$ cat src/rtl/onecycle_pkg.sv
package onecycle_pkg;

  localparam logic [5:0] OPC_ALU   = 6'h00;
  localparam logic [5:0] OPC_LOAD  = 6'h23;
  localparam logic [5:0] OPC_STORE = 6'h2B;
  localparam logic [5:0] OPC_BREQ  = 6'h04;

  localparam logic [5:0] FN_ADD = 6'h20;
  localparam logic [5:0] FN_SUB = 6'h22;
  localparam logic [5:0] FN_AND = 6'h24;
  localparam logic [5:0] FN_OR  = 6'h25;
  localparam logic [5:0] FN_SLT = 6'h2A;

  // Operation class handed from the main decoder to ALU control
  typedef enum logic [1:0] {
    CLS_ADD   = 2'b00,
    CLS_SUB   = 2'b01,
    CLS_FIELD = 2'b10,
    CLS_NONE  = 2'b11
  } op_class_e;

  typedef enum logic [2:0] {
    FU_ADD,
    FU_SUB,
    FU_AND,
    FU_OR,
    FU_SLT
  } fu_op_e;

  typedef struct packed {
    logic      dst_is_rd;  // write-back index from bits [15:11] instead of [20:16]
    logic      b_is_imm;   // ALU second operand is the sign-extended immediate
    logic      wb_from_dm; // write-back value comes from the data store
    logic      rf_write;
    logic      dm_write;
    logic      cond_branch;
    op_class_e cls;
  } ctl_t;

endpackage

$ cat src/rtl/oc_ctrl.sv
module oc_ctrl
  import onecycle_pkg::*;
(
  input  logic [5:0] opcode,
  output ctl_t       ctl
);

  always_comb begin
    ctl = '{dst_is_rd: 1'b0, b_is_imm: 1'b0, wb_from_dm: 1'b0,
            rf_write: 1'b0, dm_write: 1'b0, cond_branch: 1'b0,
            cls: CLS_NONE};
    unique case (opcode)
      OPC_ALU: begin
        ctl.dst_is_rd = 1'b1;
        ctl.rf_write  = 1'b1;
        ctl.cls       = CLS_FIELD;
      end
      OPC_LOAD: begin
        ctl.b_is_imm   = 1'b1;
        ctl.wb_from_dm = 1'b1;
        ctl.rf_write   = 1'b1;
        ctl.cls        = CLS_ADD;
      end
      OPC_STORE: begin
        ctl.b_is_imm = 1'b1;
        ctl.dm_write = 1'b1;
        ctl.cls      = CLS_ADD;
      end
      OPC_BREQ: begin
        ctl.cond_branch = 1'b1;
        ctl.cls         = CLS_SUB;
      end
      default: ;
    endcase
  end

endmodule

$ cat src/rtl/oc_alu.sv
module oc_alu
  import onecycle_pkg::*;
#(
  parameter int W = 32
) (
  input  op_class_e    cls,
  input  logic [5:0]   funct,
  input  logic [4:0]   shamt,
  input  logic [W-1:0] a,
  input  logic [W-1:0] b,
  output logic [W-1:0] y,
  output logic         zero,
  output logic         op_ok
);

  fu_op_e fu;

  // Second decode level: class plus function field
  always_comb begin
    fu    = FU_ADD;
    op_ok = 1'b1;
    unique case (cls)
      CLS_ADD: fu = FU_ADD;
      CLS_SUB: fu = FU_SUB;
      CLS_FIELD: begin
        op_ok = (shamt == 5'd0);
        unique case (funct)
          FN_ADD:  fu = FU_ADD;
          FN_SUB:  fu = FU_SUB;
          FN_AND:  fu = FU_AND;
          FN_OR:   fu = FU_OR;
          FN_SLT:  fu = FU_SLT;
          default: op_ok = 1'b0;
        endcase
      end
      default: op_ok = 1'b0;
    endcase
  end

  logic [W-1:0] diff;
  assign diff = a - b;

  always_comb begin
    unique case (fu)
      FU_ADD:  y = a + b;
      FU_SUB:  y = diff;
      FU_AND:  y = a & b;
      FU_OR:   y = a | b;
      FU_SLT:  y = {{(W-1){1'b0}}, ($signed(a) < $signed(b))};
      default: y = '0;
    endcase
  end

  assign zero = (y == '0);

endmodule

$ cat src/rtl/oc_regfile.sv
module oc_regfile #(
  parameter int W  = 32,
  parameter int AW = 5
) (
  input  logic          clk,
  input  logic          rst,
  input  logic          we,
  input  logic [AW-1:0] wa,
  input  logic [W-1:0]  wd,
  input  logic [AW-1:0] ra_a,
  input  logic [AW-1:0] ra_b,
  input  logic [AW-1:0] ra_c,
  output logic [W-1:0]  rd_a,
  output logic [W-1:0]  rd_b,
  output logic [W-1:0]  rd_c
);

  localparam int N = 1 << AW;

  // Entry 0 has no storage; it is hard-wired to zero
  logic [W-1:0] regs [1:N-1];

  always_ff @(posedge clk) begin
    if (rst) begin
      for (int i = 1; i < N; i++) regs[i] <= '0;
    end else if (we && (wa != '0)) begin
      regs[wa] <= wd;
    end
  end

  logic [AW-1:0] ra   [3];
  logic [W-1:0]  rdat [3];

  assign ra[0] = ra_a;
  assign ra[1] = ra_b;
  assign ra[2] = ra_c;

  for (genvar p = 0; p < 3; p++) begin : g_rport
    assign rdat[p] = (ra[p] == '0) ? '0 : regs[ra[p]];
  end

  assign rd_a = rdat[0];
  assign rd_b = rdat[1];
  assign rd_c = rdat[2];

endmodule

$ cat src/rtl/oc_dmem.sv
module oc_dmem #(
  parameter int                     W     = 32,
  parameter int                     WORDS = 16,
  parameter logic [WORDS*W-1:0]     INIT  = '0
) (
  input  logic         clk,
  input  logic         rst,
  input  logic         we,
  input  logic [W-1:0] addr,
  input  logic [W-1:0] wdata,
  output logic [W-1:0] rdata
);

  localparam int AB = $clog2(WORDS);

  logic [W-1:0]  cells [WORDS];
  logic          hit;
  logic [AB-1:0] idx;

  // Word-aligned and inside the array; anything else reads zero and is not written
  assign hit = (addr[1:0] == 2'b00) && (addr[W-1:AB+2] == '0);
  assign idx = addr[AB+1:2];

  always_ff @(posedge clk) begin
    if (rst) begin
      for (int i = 0; i < WORDS; i++) cells[i] <= INIT[i*W +: W];
    end else if (we && hit) begin
      cells[idx] <= wdata;
    end
  end

  assign rdata = hit ? cells[idx] : '0;

endmodule

$ cat src/rtl/onecycle_cpu.sv
module onecycle_cpu
  import onecycle_pkg::*;
#(
  parameter int                        IMEM_WORDS = 64,
  parameter int                        DMEM_WORDS = 64,
  parameter logic [IMEM_WORDS*32-1:0]  IMEM_INIT  = '0,
  parameter logic [DMEM_WORDS*32-1:0]  DMEM_INIT  = '0
) (
  input  logic        clk,
  input  logic        rst,
  input  logic [4:0]  dbg_sel,
  output logic [31:0] dbg_pc,
  output logic [31:0] dbg_rdata
);

  localparam int W   = 32;
  localparam int IAB = $clog2(IMEM_WORDS);

  // ---------------- fetch ----------------
  logic [W-1:0]   pc_q, pc_nxt, pc_inc, br_off, br_tgt;
  logic           fetch_hit;
  logic [IAB-1:0] fetch_idx;
  logic [W-1:0]   instr;

  assign fetch_hit = (pc_q[1:0] == 2'b00) && (pc_q[W-1:IAB+2] == '0);
  assign fetch_idx = pc_q[IAB+1:2];
  // An all-zero word decodes as an invalid register operation: a no-op
  assign instr     = fetch_hit ? IMEM_INIT[fetch_idx*W +: W] : '0;

  // ---------------- decode ----------------
  logic [5:0]   f_op, f_fn;
  logic [4:0]   f_rs, f_rt, f_rd, f_sh;
  logic [15:0]  f_imm;
  ctl_t         ctl;

  assign f_op  = instr[31:26];
  assign f_rs  = instr[25:21];
  assign f_rt  = instr[20:16];
  assign f_rd  = instr[15:11];
  assign f_sh  = instr[10:6];
  assign f_fn  = instr[5:0];
  assign f_imm = instr[15:0];

  oc_ctrl u_ctrl (
    .opcode (f_op),
    .ctl    (ctl)
  );

  // ---------------- register read ----------------
  logic [W-1:0] rs_val, rt_val, wb_val;
  logic [4:0]   wb_idx;
  logic         rf_we;

  oc_regfile #(.W(W), .AW(5)) u_rf (
    .clk  (clk),
    .rst  (rst),
    .we   (rf_we),
    .wa   (wb_idx),
    .wd   (wb_val),
    .ra_a (f_rs),
    .ra_b (f_rt),
    .ra_c (dbg_sel),
    .rd_a (rs_val),
    .rd_b (rt_val),
    .rd_c (dbg_rdata)
  );

  // ---------------- execute ----------------
  logic [W-1:0] imm_sx, alu_b, alu_y;
  logic         alu_zero, alu_ok;

  assign imm_sx = {{(W-16){f_imm[15]}}, f_imm};
  assign alu_b  = ctl.b_is_imm ? imm_sx : rt_val;

  oc_alu #(.W(W)) u_alu (
    .cls   (ctl.cls),
    .funct (f_fn),
    .shamt (f_sh),
    .a     (rs_val),
    .b     (alu_b),
    .y     (alu_y),
    .zero  (alu_zero),
    .op_ok (alu_ok)
  );

  // ---------------- data store ----------------
  logic         dm_we;
  logic [W-1:0] dm_rdata;

  assign dm_we = ctl.dm_write;

  oc_dmem #(.W(W), .WORDS(DMEM_WORDS), .INIT(DMEM_INIT)) u_dm (
    .clk   (clk),
    .rst   (rst),
    .we    (dm_we),
    .addr  (alu_y),
    .wdata (rt_val),
    .rdata (dm_rdata)
  );

  // ---------------- write-back ----------------
  assign wb_idx = ctl.dst_is_rd ? f_rd : f_rt;
  assign wb_val = ctl.wb_from_dm ? dm_rdata : alu_y;
  assign rf_we  = ctl.rf_write & alu_ok;

  // ---------------- next PC ----------------
  // Offset scaled to bytes by a fixed two-place left shift, summed on its own adder
  assign br_off = {{(W-18){f_imm[15]}}, f_imm, 2'b00};
  assign pc_inc = pc_q + 32'd4;
  assign br_tgt = pc_inc + br_off;
  assign pc_nxt = (ctl.cond_branch && alu_zero) ? br_tgt : pc_inc;

  always_ff @(posedge clk) begin
    if (rst) pc_q <= '0;
    else     pc_q <= pc_nxt;
  end

  assign dbg_pc = pc_q;

endmodule

$ cat config.mk
export PLATFORM = sky130hd
export DESIGN_NAME = onecycle_cpu
export DESIGN_NICKNAME = d
export VERILOG_FILES = /design/src/rtl/onecycle_pkg.sv /design/src/rtl/oc_ctrl.sv /design/src/rtl/oc_alu.sv /design/src/rtl/oc_regfile.sv /design/src/rtl/oc_dmem.sv /design/src/rtl/onecycle_cpu.sv
export SDC_FILE = /design/constraint.sdc
export NUM_CORES = 1
export LEC_CHECK = 0
export ABC_CLOCK_PERIOD_IN_PS = 6050
export BUFFER_PORTS_ARGS = -buffer_cell sky130_fd_sc_hd__buf_4
export CAP_MARGIN = 20
export CORE_MARGIN = 10
export CORE_UTILIZATION = 51
export CTS_CLUSTER_SIZE = 30
export DETAILED_ROUTE_END_ITERATION = 6
export GPL_TIMING_DRIVEN = 0
export PLACE_DENSITY_LB_ADDON = 0.15
export SYNTH_ARGS = -nofsm -noshare
export SYNTH_HDL_FRONTEND = slang
export SYNTH_SLANG_ARGS = --single-unit
$ cat constraint.sdc
create_clock -name clk -period 6.05 [get_ports clk]
set_input_delay 1.21 -clock clk [delete_from_list [all_inputs] [get_ports clk]]
set_output_delay 1.21 -clock clk [all_outputs]
set_load 0.05 [all_outputs]
# Yosys cells after proc, flatten, opt, wreduce, memory -nomap -nowiden
# Memories as Yosys holds them, arrays and structs flattened.
# Cells that the tools add are included.
[classes] addsub=4 n_lt_le_gt_ge=1 n_eq_ne=14 shift=1 mux=35 bitwise=3 reduce_logical=24
[op_table] operator="variable part select 2048 x 12 -> 32 bit, first input constant" n=1
[op_table] operator="two-way mux 32 bit" n=10
[op_table] operator="one-hot mux 32 bit (5 select lines)" n=1
[op_table] operator="adder 32 bit" n=2
[op_table] operator="OR reduction 32 bit" n=2
[op_table] operator="zero test 24 bit" n=2
[op_table] operator="equality test 6 bit, second input constant" n=7
[op_table] operator="adder 32 x 3 -> 32 bit, second input constant" n=1
[op_table] operator="AND 32 bit" n=1
[op_table] operator="zero test 32 bit" n=1
[op_table] operator="< comparator 32 bit" n=1
[op_table] operator="OR 32 bit" n=1
[op_table] operator="subtractor 32 bit" n=1
[op_table] operator="zero test 5 bit" n=4
[op_table] operator="two-way mux 1 bit" n=17
[op_table] operator="one-hot mux 3 bit (4 select lines)" n=1
[op_table] operator="two-way mux 5 bit" n=2
[op_table] operator="equality test 3 x 2 -> 1 bit, second input constant" n=2
[op_table] operator="equality test 6 x 3 -> 1 bit, second input constant" n=1
[op_table] operator="zero test 2 bit" n=3
[op_table] operator="zero test 6 bit" n=1
[op_table] operator="two-way mux 6 bit" n=1
[op_table] operator="one-hot mux 2 bit (3 select lines)" n=1
[op_table] operator="one-hot mux 3 bit (2 select lines)" n=1
[op_table] operator="other kinds (11)" n=17
[totals] regBits=32 ram_bits=3040 in_bits=7 output_inout_bits=64 wordCells=85 mem_count=2
[memory_table] name="u_dm.cells" words=64 width=32 rd=1 rd_ports_with_merged_regs=0 wr=64 line="oc_dmem.sv:16" source="logic [W-1:0] cells [WORDS];"
[memory_table] name="u_rf.regs" words=31 width=32 rd=3 rd_ports_with_merged_regs=0 wr=31 line="oc_regfile.sv:21" source="logic [W-1:0] regs [1:N-1];"

# Logic depth before layout (Yosys ltp)
[logic_depth] ltp_word=18 depth_mapped=7 ltp_nobuf=5

# Hierarchy
# From an unflattened synthesis, not the netlist that was laid out.
[hier_totals] hier_cells=12442 hier_area_um2=162793.6
[modules_own_cells] mod="oc_dmem" instances=1 cells_per_inst=7042 area_each_um2=92687.6 seq_area_each_um2=61499.0
[modules_own_cells] mod="oc_regfile" instances=1 cells_per_inst=4321 area_each_um2=62568.8 seq_area_each_um2=30749.5
[modules_own_cells] mod="oc_alu" instances=1 cells_per_inst=834 area_each_um2=5460.2 seq_area_each_um2=0.0
[modules_own_cells] mod="onecycle_cpu" instances=1 cells_per_inst=233 area_each_um2=1976.9 seq_area_each_um2=600.6
[modules_own_cells] mod="oc_ctrl" instances=1 cells_per_inst=12 area_each_um2=100.1 seq_area_each_um2=0.0

# Worst setup path before layout
# OpenSTA, ideal clock, no wires.
[synth_path] path_type="reg-to-reg" from="register pc_q[2], in the netlist dbg_pc[2]" to="register pc_q[22], in the netlist dbg_pc[22]" setup_time_ns=0.070 arrival_ns=2.312 required_ns=5.980 setup_slack_ns=3.668 stages_incl_launch_ff=7 n_path_buf=1 period_less_slack_ns=2.382 cell_sequence="dfxtp_1 ha_1 nand3_2 or3_4 buf_6 or4_1 a21oi_1"
[synth_between] elab_chain_cells=12 elab_cells_between_ends=40 cone_classes="add/sub (4); order compare (1); eq/ne (13); shift (1); mux (11); bitwise (2); reduce/logical (7); memory (1)"
[synth_lines] item="from (decl)" line="onecycle_cpu.sv:20" source="logic [W-1:0] pc_q, pc_nxt, pc_inc, br_off, br_tgt;"
[synth_lines] item="from (signal assigned)" line="onecycle_cpu.sv:115" source="else pc_q <= pc_nxt;"
[synth_lines] item="parallel branches: the longest is 11 deep, another holds memory read (31 x 32 bit)"
[synth_lines] item="two-way mux 32 bit *" line="onecycle_cpu.sv:111" source="assign pc_nxt = (ctl.cond_branch && alu_zero) ? br_tgt : pc_inc;"
# Every way passes the cells marked *.
# A chain may end at the register's enable or synchronous reset.

# Final worst setup path
[layout_path] from="register pc_q[10], in the netlist dbg_pc[10]" to="output port dbg_pc[10]"
[layout_rtl] item="to (decl)" line="onecycle_cpu.sv:12" source="output logic [31:0] dbg_pc,"
# No word-level cell between the ends.

==> metrics list <==
- The run finished with clean final reports.
- Data on the critical path is required at its endpoint by approximately 4.8 ns.
- Leakage dissipation: about 0.93 nW
* TritonCTS clock tree: built
- Ratio of final minimum period to clock period: 0.379
- Worst setup path startpoint: dbg_pc[10]
- In this run, the number of DRC markers left after iteration 0 of detailed routing was 101.
* Number of nets in the final layout: 270
* Worst path bufs/invs: 1
* Clk buf depth: 2
- Buffers added to address setup during post-CTS repair amount to 0.
- Post-CTS repair changed the size of 0 cells.
- Clock-pin transition on the worst setup and hold timing paths: roughly 0.09 ns
- Flip-flop count of the largest register after layout: 30
- In this run, synthesis produced a sequential element count of 30.
* Startpoint kind of the worst setup timing path: register
- Final critical-path required period: between 2 and 2.5 ns
- Synthesis instantiated 30 different standard cells from the library.
- Reg-to-reg startpoint: dbg_pc[2]
- # rows: 20
* Max-slew violation count: 0
- The via count of the first global-routing pass is 1404.
* Post-synthesis instance area: roughly 1700 um2
- Setup repair after global routing left no endpoint under its margin.
- Average cell area after synthesis: just under 9 um2
- After legalization and detailed placement, the total HPWL measured 2.97 mm.
- Placer congestion estimate: between 0.7 and 0.8
* Number of maximum-capacitance violations: 0
- Worst min-delay path startpoint: dbg_pc[31]
- Mean number of vias per cell: 4.79
* Pin count of the biggest net entering global routing: 11
- Buffers placed on the I/O ports in this run total 31.
- Share of layout cells above drive strength 1: 0.316
- The first global-routing pass estimated ~6.6 mm of wire.
- Number of standard cells in the layout, taps in and fillers out: 307
* Remaining number of nets flagged by the antenna check after routing: 0
- The H-tree was split into 2 levels.
- Gate Count Post-Synth: ~190
- For this design, the CTS-stage hold fixing added 0 buffers.
- The critical path in this run is classified as reg -> out.
* Summed negative setup slack over all endpoints: 0 ns
* Largest voltage drop on the vdd net: ~120 uV
- Total Die Area: 5970 um2
- Power spread over the standard cell area amounts to around 190 nW/um2.
* Root buffer cell: clkbuf_4
- Top delay family on crit path: flip-flops
- For this run, the register share of the synthesized area comes to 0.359.
- Dividing the detail-routed wire length by the instance count gives 12.5 um.
- The first TritonRoute pass finished after 4 iterations.
- For this block, the routed nets add up to between 3 and 4 mm of wire.
* Top post-synthesis cells by area: dfxtp_1, buf_4, o31ai_1
- Height of the die: just under 80 um
* Most area-hungry cell type in the Yosys netlist: dfxtp_1
* Area share of the leading cell type in the synthesized netlist: 0.359
- The die is just under 80 um wide.
- The library cell used most frequently in the layout, excluding fill and tap cells, is buf_4.
- Global routing finished with a remaining overflow of 0.
* Ordered cell list for the critical path: buf_4
* ANT cells: 0
- Hold is met by 0.486 ns.
- During synthesis, Yosys emitted a total of 0 warnings.
- Slowest cell on crit path: dfxtp_1
- Area growth syn-to-layout: 28.2%
- The number of placed instances, taps included, is about 300.
- Data arrives at the worst endpoint at 1.08 ns.
- Count of clock tree sinks: 30
- Type of destination of the critical path: output port
* Type of the tightest min-delay check: reg -> reg
- Across every metal layer, demand over resource in global routing totals 0.132.
* Clock insertion delay at the later pin of the skew report: roughly 0.33 ns
- Post-route DRC: 0
- The initial utilization of the core area, before any placement, comes to 0.539.
- For this run, the top clock speed supported by timing is between 400 and 500 MHz.
- Routed via count: ~1500
- Worst path max stage delay: just under 0.5 ns
- Of all nets on the critical path, the largest fanout is 7.
* Commonest cells after routing, fill and taps aside: buf_4, conb_1, dfxtp_1
- Inserted Clock Buffers: 5
- Across the routed clock network, the largest skew measured is approximately 0.0056 ns.
* Std-Cell Core Area: around 3100 um2
- Number of antenna violations at the first check in global routing: 0
* Finish-stage setup viols: 0
* I/O Pins: 71
- The final hold violation count is 0.
metrics by stage:
stage | utilization | total power [mW] | cell area, um2 | worst slack (ns)
floorplan | - | 0.279 | 1800 | 3.67
global placement | 0.672 | 0.285 | 2080 | 3.72
detailed placement | 0.672 | 0.285 | 2080 | 3.70
CTS | 0.691 | 0.411 | 2140 | 3.73
global route | 0.691 | 0.425 | 2140 | 3.69
finish | 0.691 | 0.408 | 2140 | 3.76
logic make-up after synthesis:
logic type      Yosys count  synth area share
simple gates             69             0.256
buf+inv                  47             0.198
compound gates           30             0.108
flops                    30             0.359
xor+xnor                 12            0.0628
fa+ha+maj                 1           0.00748
other cells               1           0.00224
mux                       1           0.00673
per-layer routing:
metal  share of wire  GRT usage  wire length, um
met5               0          0                0
met4           0.014     0.0675               53
met3           0.091     0.0594              349
met2            0.45      0.199             1730
met1            0.44      0.153             1700
cells in the mapped netlist:
cell / n
nand3_1: 7
or3_2: 1
or4_1: 11
nor4_1: 4
clkbuf_1: 3
nand3_2: 1
o31ai_1: 12
and4_1: 3
or3_4: 2
buf_6: 3
conb_1: 1
a21oi_1: 15
nor2b_1: 2
nand4_4: 2
o21ai_0: 3
and3_1: 1
nor3_1: 3
mux2_1: 1
buf_1: 1
inv_1: 4
nand2_1: 9
nand4_1: 6
buf_2: 1
ha_1: 1
buf_4: 35
xnor2_1: 8
xor2_1: 4
nor2_1: 14
dfxtp_1: 30
or3_1: 3
worst reg2reg max path: stages, from the launching register on:
cell and delay, ns:
dfxtp_1 0.43, ha_1 0.23, nand3_2 0.18, or3_4 0.47, buf_6 0.16, or4_1 0.49
a21oi_1 0.14
report_power, final:
part	internal, mW	leakage, nW	switching, mW	total [mW]
clock network	0.0562	0.0353	0.0695	0.126
logic	0.0197	0.655	0.0608	0.0805
registers	0.199	0.242	0.00254	0.202
area by class of cell:
type                    instances  area (um2)
plain buffers                  43         317
clock buffers                   7        55.1
clock inverters                 1        5.00
fillers                       292         958
inverters                       4        15.0
multi-input cells             147         865
flip-flops and latches         30         601
well taps                      44        55.1
repair buffers                 31         233
worst paths after layout:
kind / end / slack, ns / cells past startpoint
min: dbg_pc[31] / 0.49 / 2
min reg2reg: dbg_pc[31] / 0.49 / 2
max: dbg_pc[10] / 3.76 / 1
max reg2reg: dbg_pc[22] / 3.88 / 6
No activity file was read; power rests on OpenSTA's default activity.
